$ cat src/rtl/addr_data_pinmux.sv
module addr_data_pinmux #(
  parameter int W = 8
) (
  input  logic         xm_en,
  input  logic         addr_phase,
  input  logic         wr_phase,
  input  logic         pud,
  input  logic [W-1:0] addr_lo,
  input  logic [W-1:0] wr_data,
  input  logic [W-1:0] port_bits,
  input  logic [W-1:0] pin_in,
  output logic [W-1:0] pu_ovr_en,
  output logic [W-1:0] pu_ovr_val,
  output logic [W-1:0] dir_ovr_en,
  output logic [W-1:0] dir_ovr_val,
  output logic [W-1:0] val_ovr_en,
  output logic [W-1:0] val_ovr_val,
  output logic [W-1:0] din_ovr_en,
  output logic [W-1:0] din_ovr_val,
  output logic [W-1:0] rd_data,
  output logic         bus_clash
);

  logic driving;
  logic idle;

  assign driving   = xm_en & (addr_phase | wr_phase);
  assign idle      = xm_en & ~(addr_phase | wr_phase);
  assign bus_clash = xm_en & addr_phase & wr_phase;

  for (genvar n = 0; n < W; n++) begin : g_pin
    assign pu_ovr_en[n]   = xm_en;
    assign dir_ovr_en[n]  = xm_en;
    assign val_ovr_en[n]  = xm_en;
    assign din_ovr_en[n]  = 1'b0;
    assign din_ovr_val[n] = 1'b0;
    assign dir_ovr_val[n] = driving;
    assign pu_ovr_val[n]  = idle & port_bits[n] & ~pud;
    assign val_ovr_val[n] = xm_en & (addr_phase ? addr_lo[n] : (wr_phase & wr_data[n]));
    assign rd_data[n]     = pin_in[n];
  end

endmodule


$ cat config.mk
export PLATFORM = sky130hd
export DESIGN_NAME = addr_data_pinmux
export DESIGN_NICKNAME = d
export VERILOG_FILES = /design/src/rtl/addr_data_pinmux.sv
export SDC_FILE = /design/constraint.sdc
export NUM_CORES = 1
export LEC_CHECK = 0
export ABC_AREA = 1
export BUFFER_PORTS_ARGS = -buffer_cell sky130_fd_sc_hd__buf_2
export CORE_UTILIZATION = 30
export DETAILED_ROUTE_END_ITERATION = 12
export PLACE_DENSITY = 0.94
export SLEW_MARGIN = 20
export SYNTH_ARGS = -nofsm -noshare
export SYNTH_HDL_FRONTEND = slang
export SYNTH_SLANG_ARGS = --single-unit
$ cat constraint.sdc
create_clock -name vclk -period 0.9
set_clock_uncertainty 0.05 [all_clocks]
set_input_delay 0 -clock vclk [all_inputs]
set_output_delay 0 -clock vclk [all_outputs]
set_load 0.01 [all_outputs]
# Word-level counts from Yosys, hierarchy flattened
# Index checks and enable logic that the tools add are counted.
[totals]
reg_bits = 0
word_cells = 47
inputBits = 36
output_inout_bits = 73
[op_classes]
bitwise_logic = 39
mux = 8
[ops]
columns = ["op", "count"]
rows = [
  ["bitwise AND 1 bit", 36],
  ["two-way mux 1 bit", 8],
  ["NOT 1 bit", 2],
  ["bitwise OR 1 bit", 1],
]

# Logic depth before layout (Yosys ltp)
[depth]
ltp_word = 5
depth_mapped = 5
mapped_depth_nobuf = 4

# Worst setup path before layout
# OpenSTA, ideal clock, no wires.
[synth_path]
path_type = "input to output"
startpoint = "input xm_en"
endpoint = "output dir_ovr_val[0]"
slack_ns = 0.212
path_buffers = 2
required_ns = 0.850
arrival_time_ns = 0.638
stages = 4
path_cell_list = "buf_6 -> inv_4 -> nor2_1 -> buf_4"
[synth_via]
elab_chain_cells = 1
[synth_rtl]
columns = ["element", "line", "text"]
rows = [
  ["start, declared", "4", "input logic xm_en,"],
  ["bitwise AND 1 bit", "27", "assign driving = xm_en & (addr_phase | wr_phase);"],
  ["end, declared", "15", "output logic [W-1:0] dir_ovr_val,"],
]
# No other way between the ends.

# Worst setup path after layout
[layout_path]
startpoint = "input wr_phase"
endpoint = "output pu_ovr_val[2]"
[layout_via]
elab_chain_cells = 5
[layout_rtl]
columns = ["element", "line", "text"]
rows = [
  ["start, declared", "6", "input logic wr_phase,"],
  ["bitwise OR 1 bit", "28", "assign idle = xm_en & ~(addr_phase | wr_phase);"],
  ["NOT 1 bit", "28", ""],
  ["bitwise AND 1 bit", "28", ""],
  ["bitwise AND 1 bit (2 in a row)", "38", "assign pu_ovr_val[n] = idle & port_bits[n] & ~pud;"],
  ["end, declared", "13", "output logic [W-1:0] pu_ovr_val,"],
]
# No other way between the ends.

==> impl_metrics.toml <==
[status]
status = "complete, no violations"

[critical_path]
worstPathCellList = "buf_2, nor2_4, nand2_4, nor2_2, buf_2"
critical-path-top-delay-family = "simple AND/OR/NAND/NOR gates"
critical_path.slowest_cell = "buf_2"
worstPathRequired_ps = 850
setup.worst_path.end_class = "output port"
worst-path-stages = 5
path_common_cell = "buf_2"
arrival_ps = 660
critical_path_class = "input pin to output port"
cp-endpoint = "pu_ovr_val[2]"
cp_max_fo = 10
critPathMaxStageDelay_ps = 160
crit_start = "wr_phase"
crit_path_start_kind = "input pin"
path_buf_inv = 2

[timing]
hold_viol = 0
period_share = 0.792
finalSetupViolations = 0
maxSlewViolCount = 0
grt_setup_unrepaired = "no"
finalSetupTns_ps = 0
min_period_ps = 713
fmax_mhz = 1400

[cells_and_area]
seq_cell_count = 0
seq_area_um2 = 0
nets = 191
drive_above_1_share = 0.608
nClkBuffers = 0
nFillCells = 259
diodes = 0
multiInputGateArea_um2 = 268
area_growth_syn_to_layout_pct = 18.8

[grt]
grt_usage = 0.0899
grt_pass1_wl_mm = 1.86
grt_pass1_vias = 426
antenna_found_initial = 0
grt_max_degree = 23
gr-total-overflow = 0

[floorplan]
die_height_um = 50.3
dieWidth_um = 50.3
ios = 109
start_util = 0.316
row_count = 17
core-area_um2 = 2210
die_area_um2 = 2530

[worst_hold_path]
hold_class = "input pin to output port"

[pwr]
ir_worst_vdd_v = 0.000249
finalPower_uw = 390
power_leakage_nw = 0.591
power.density_nw_per_um2 = 469

[route]
post_drt_wl_per_cell_um = 7.55
routed_via_density = 3.62
first_pass_iters = 6
ant_nets = 0
drtIter0Drc = 4
wl_mm = 1.37
drc_errors = 0
vias = 655

[synth]
ys_warn_count = 0
postSynthCellCount = 109
netlist_area_um2 = 699
ys_seq_area_frac = 0
synth_cell_type_count = 12
syn_area_per_cell_um2 = 6.42

[placed_design]
dpl.hpwl_mm = 1.16
portBuffers = 77
gp_congestion = 0.652

[job]
cap_violations = 0

[cts]
post_cts_buffers = 0
## final cells by class
cell class / instances / share of cell area
Timing Repair Buffer: 87 / 0.578
Multi-Input combinational cell: 54 / 0.322
Inverter: 12 / 0.0572
Tap cell: 28 / 0.0422
## through the flow
step                      cell area [um^2]  cells  hold WS [ps]  worst slack, ps   util
after detailed placement               748    173         -49.9             79.5  0.338
after global placement                 748    173         -49.9             90.2  0.338
final                                  831    181           233              187  0.376
after floorplan                        756    124          39.3              212      -
after global routing                   831    181           249             98.6  0.376
after CTS                              828    181           236             79.3  0.374
## power breakdown
part / switching (mW) / internal, mW
combinational: 0.224 / 0.165
clock: 0 / 0
sequential: 0 / 0
## placed cells by master (no fill, tap or decap), drive strengths merged
master / n
buf: 79
conb: 16
dlygate4sd3: 8
inv: 12
nand2: 18
nand4: 8
nor2: 12
## metal layers
metal | global-route usage | part of all wire | vias up
li1 | - | - | 344
met1 | 0.102 | 0.36 | 263
met2 | 0.191 | 0.56 | 48
met3 | 0 | 0.082 | 0
met4 | 0 | 0 | 0
met5 | 0 | 0 | -
## how the worst min path moves through the flow
stage	start	to	cells after the start
global placement	pin_in[7]	rd_data[7]	0
finish	addr_lo[5]	val_ovr_val[5]	4
CTS	addr_lo[5]	val_ovr_val[5]	4
global route	addr_lo[3]	val_ovr_val[3]	4
detailed placement	pin_in[7]	rd_data[7]	0
floorplan	port_bits[0]	pu_ovr_val[0]	2
## kinds of logic after synthesis
family                 Yosys count  synth area share
buffers and inverters           70             0.701
and+or+nand+nor                 38             0.293
other                            1           0.00536
## cells in the mapped netlist (all sizes together)
| library cell | n | share of area |
|---|---|---|
| buf | 58 | 0.63 |
| nand2 | 18 | 0.11 |
| inv | 12 | 0.068 |
| nand4 | 8 | 0.072 |
| conb | 1 | 0.0054 |
| nor2 | 12 | 0.11 |
## tightest hold or removal path, stage by stage
cell and delay, ps:
buf_2 80, nand2_1 40, nand2_1 50, buf_2 120
## timing repair
| item | 4_1_cts | 5_1_grt |
|---|---|---|
| gates resized for setup | 0 | 1 |
| endpoints found under the setup margin | 0 | 8 |
| hold buffers | 8 | 0 |
| endpoints found under the hold margin | 8 | 0 |
Note: power is estimated with default switching activity, not from simulation.
